**src/rtl/simd_lane_mixer.sv**
```systemverilog
module simd_lane_mixer #(
  parameter int DATA_W = 64,
  parameter int OP_W   = 4
) (
  input  logic              clk,
  input  logic              rst_n,
  input  logic              in_valid,
  input  logic [OP_W-1:0]   opcode,
  input  logic [DATA_W-1:0] src_a,
  input  logic [DATA_W-1:0] src_b,
  output logic              out_valid,
  output logic [DATA_W-1:0] result
);

  localparam int NGRAN = 3;
  localparam int HW    = 16;
  localparam int SLOTS = DATA_W / HW;

  wire logic [NGRAN-1:0][DATA_W-1:0] ilv_lo;
  wire logic [NGRAN-1:0][DATA_W-1:0] ilv_hi;
  wire logic [SLOTS-1:0][DATA_W-1:0] ins;

  for (genvar g = 0; g < NGRAN; g++) begin : g_gran
    localparam int LW   = 8 << g;
    localparam int HALF = DATA_W / LW / 2;
    for (genvar i = 0; i < HALF; i++) begin : g_lane
      assign ilv_lo[g][(2*i)*LW   +: LW] = src_a[i*LW +: LW];
      assign ilv_lo[g][(2*i+1)*LW +: LW] = src_b[i*LW +: LW];
      assign ilv_hi[g][(2*i)*LW   +: LW] = src_a[(i+HALF)*LW +: LW];
      assign ilv_hi[g][(2*i+1)*LW +: LW] = src_b[(i+HALF)*LW +: LW];
    end
  end

  for (genvar k = 0; k < SLOTS; k++) begin : g_slot
    for (genvar h = 0; h < SLOTS; h++) begin : g_half
      if (h == k) begin : g_new
        assign ins[k][h*HW +: HW] = src_b[HW-1:0];
      end else begin : g_keep
        assign ins[k][h*HW +: HW] = src_a[h*HW +: HW];
      end
    end
  end

  logic [DATA_W-1:0] perm;

  always_comb begin
    unique case (opcode[3:2])
      2'b00:   perm = opcode[0] ? ilv_hi[0] : ilv_lo[0];
      2'b01:   perm = opcode[0] ? ilv_hi[1] : ilv_lo[1];
      2'b10:   perm = opcode[0] ? ilv_hi[2] : ilv_lo[2];
      default: perm = ins[opcode[1:0]];
    endcase
  end

  always_ff @(posedge clk or negedge rst_n) begin
    if (!rst_n) begin
      out_valid <= 1'b0;
      result    <= '0;
    end else begin
      out_valid <= in_valid;
      if (in_valid) result <= perm;
    end
  end

endmodule

```
**config.mk**
```make
export PLATFORM = sky130hd
export DESIGN_NAME = simd_lane_mixer
export DESIGN_NICKNAME = d
export VERILOG_FILES = /design/src/rtl/simd_lane_mixer.sv
export SDC_FILE = /design/constraint.sdc
export NUM_CORES = 1
export LEC_CHECK = 0
export BUFFER_PORTS_ARGS = -buffer_cell sky130_fd_sc_hd__buf_2
export CORE_MARGIN = 1
export CORE_UTILIZATION = 50
export DETAILED_ROUTE_END_ITERATION = 7
export PLACE_DENSITY = 0.79
export SYNTH_ARGS = -nofsm -noshare
export SYNTH_HDL_FRONTEND = slang
export SYNTH_SLANG_ARGS = --single-unit
export TNS_END_PERCENT = 20
```
**constraint.sdc**
```tcl
create_clock -name clk -period 0.98 [get_ports clk]
set_input_delay 0.196 -clock clk [delete_from_list [all_inputs] [get_ports clk]]
set_output_delay 0.196 -clock clk [all_outputs]
set_load 0.02 [all_outputs]
```
==> results.md <==
* Fillers at 647
* Fmax achieved at about 830 MHz
* Worst path required time at 1.24 ns
* Die H at 102.2 um
* Synth Register Bits at 65
* Synthesized area per cell at 9.752 um2
* Outcome: finished, violations left
* Wire per inst at 22.66 um
* Detailed-route via count at 5784
* CTS Root Cell: clkbuf_8
* Pwr Density at ~1300 mW/mm2
* Final period util at 1.234
* CTS clk-pin slew, worst paths at approximately 0.080 ns
* Final hold vios at 0
* Worst setup path category: in2reg
* Starting Density at 0.5138
* Crit path largest cell delay at between 0.2 and 0.3 ns
* Delay-heaviest family, CP: buffers and inverters
* Post-DR vias/cell at 6.328
* Gr usage total at 0.3884
* CTS H-tree lvls at 3
* Routed WL at 20710 um
* Die width at roughly 100 um
* DRT iter0 DRCs at 478
* Die area at 0.01045 mm2
* Gpl congestion at between 0.9 and 1
* Layout cells sized above 1 at 0.5839
* CP arrival at between 1 and 1.5 ns
* DRC at 0
* GR Overflow Total at 0
* Nets at slightly above 900
* Startpoint Class: input pin
* # diodes at 0
* First-pass GRT wire length at 29970 um
* Dpl cells at 885
* Clock sinks at 65
* Crit-path cells: buf_12 -> buf_8 -> nor2_4 -> buf_12 -> buf_12 -> buf_4 -> mux2i_1 -> a21oi_1 -> mux2_2
* DP HPWL at ~15000 um
* Synth cell types at 39
* Worst path slowest cell: mux2_2
* Failing checks: setup timing
* Num CTS Buffers at 9
* Syn_nets at 650
* CTS tree: built
* Register area share after synthesis at 0.3239
* Core Region at between 0.009 and 0.01 mm2
* Vias in the first global route at roughly 5700
* DR pass1 iterations at 5
* Site row count at 36
* # port buffers at 199
* Final Setup Violations at ~130
* Final clock skew at 0 ns
* Most used DFF post-synth: dfrtp_1
* Maximum vdd drop at a little under 1 mV
* Unrepaired setup endpoints after global routing: yes
* Leak at approximately 0.0036 uW
* Final worst setup slack at -0.2293 ns
* Clock Latency Late Sink at about 0.38 ns
* IO Pins at 200
* Most frequent CP cell: buf_12
* Antenna violations before repair at 0
* Final std cells w/o fill at 914
* Post-synth EDFFs at 0
* Cell Area, Synth at ~0.0050 mm2
* Worst-margin pin slew at ~0.43 ns
* Largest net degree at the start of global routing at 56
* Post-Synthesis Cells at 515
* Area growth from synthesis to layout at 52.27%
* WP buf/inv at 5
* Hold/Removal Path Class: in2reg
* Synth warnings at 0
* CP max FO at 7
* ANT nets after route at 0
* Setup TNS at -17.22 ns
* Minimum clock period at 1.209 ns
* Max Slew Vio Count at 0
* Ys async rst share at 1.000
* Maximum clock path buffer count at 2
* Worst setup EP type: flip-flop
* Slew margin rel. at 0.7057
* Max-cap violation count at 0
cells in the mapped netlist, types with 2 or more instances:
cell / n / area [um2]
buf_4: 4 / 30.03
nand3_1: 7 / 35.03
nand2_1: 28 / 105.1
o21ba_2: 8 / 80.08
dfrtp_1: 65 / 1627
o22a_1: 6 / 52.55
buf_2: 9 / 45.04
buf_1: 5 / 18.77
a211oi_1: 16 / 120.1
nand2b_1: 3 / 18.77
o211ai_1: 5 / 37.54
clkbuf_1: 20 / 75.07
inv_1: 3 / 11.26
o221ai_1: 7 / 61.31
o22ai_1: 2 / 12.51
and3_1: 8 / 50.05
nor2b_1: 18 / 112.6
o21ai_0: 12 / 60.06
a31o_2: 5 / 43.79
a21oi_1: 49 / 245.2
a221oi_1: 19 / 166.4
mux2_4: 14 / 210.2
a222oi_1: 7 / 70.07
mux2_2: 60 / 675.7
a31oi_1: 2 / 12.51
buf_6: 12 / 135.1
nor2_1: 54 / 202.7
a221oi_2: 8 / 120.1
mux2i_1: 49 / 490.5
where the power goes:
group	switching, uW	internal (uW)	total, uW	leakage, uW
logic	2020	1850	3870	0.00271
clock network	1260	1500	2770	0.000105
registers	280	3030	3320	0.000752
total	3560	6390	9950	0.00357
per-layer routing:
metal  track usage  vias up  wire length (um)
met4        0.2418        0              1286
met5             0        -                 0
li1              -     2465                 -
met3       0.08345      107              2105
met1        0.4822     2761              7756
met2        0.6174      451              9563
cells in the final DEF, fill, tap and decap left out, types with 6 or more instances in the layout:
cell type,synthesis,final
o22a_1,6,6
a211oi_2,0,7
o221ai_1,7,6
clkbuf_8,0,10
mux2_4,14,31
dfrtp_1,65,65
a21oi_1,49,49
and3_1,8,6
o21ai_0,12,6
nand3_1,7,7
nor2b_1,18,17
nor2_1,54,53
buf_4,4,72
buf_2,9,174
buf_6,12,29
a211oi_1,16,8
a221oi_2,8,23
a222oi_1,7,7
buf_12,0,17
nand2_1,28,27
o21ba_2,8,8
mux2_2,60,43
mux2i_1,49,43
area by class of cell:
cell class | count | area [um2] | area share
multi-input cells | 398 | 3413 | 0.4463
repair buffers | 299 | 2201 | 0.2878
flip-flops and latches | 65 | 1627 | 0.2127
well taps | 133 | 166.4 | 0.02176
clock buffers | 10 | 137.6 | 0.01800
clock inverters | 6 | 91.34 | 0.01194
inverters | 3 | 11.26 | 0.001473
state kept, by name, summed over array words and instances (netlist names):
name,count
out_valid,1
result,64
what timing repair did:
item,in CTS,in global routing
setup endpoints to repair,129,129
hold buffers,1,0
buffers inserted,5,5
pin swaps,30,27
gates cloned,1,1
endpoints found under the hold margin,65,0
gates resized for setup,42,83
worst register-to-register path: cells and delay by family, from the launching register on:
kind / cells / cell delay (ns)
AOI/OAI and AO/OA: 1 / 0.08
buffers and inverters: 1 / 0.15
DFF: 1 / 0.43
and+or+nand+nor: 1 / 0.11
final timing paths:
kind                             from         end  slack, ns  depth (start not counted)
max in group asynchronous       rst_n   result[0]       0.35                          3
hold reg to reg             result[6]   result[6]       0.51                          1
min in group asynchronous       rst_n  result[58]       0.21                          2
hold / removal               in_valid   out_valid       0.14                          2
setup / recovery            opcode[0]   result[7]      -0.23                          9
setup reg to reg           result[12]  result[12]       0.09                          3
stage by stage:
stage	hold WS [ns]	setup slack [ns]	instance area, um2	total power, uW	utilization
global placement	0.07804	-0.6942	6804	6602	0.6961
floorplan	-0.09959	-0.4208	5096	5177	-
CTS	0.1389	-0.2178	7278	9520	0.7446
detailed placement	0.07838	-0.6992	6804	6674	0.6961
global route	0.1414	-0.2735	7647	10310	0.7824
finish	0.1370	-0.2293	7647	9950	0.7824
kinds of logic (layout without fill, tap and decap cells):
group,count (synthesis),after routing,synth area share
compound gates,151,151,0.2245
mux,123,123,0.2740
simple gates,123,124,0.1148
flops,65,65,0.3239
buf+inv,53,318,0.06278
(Power assumes the default switching activity.)
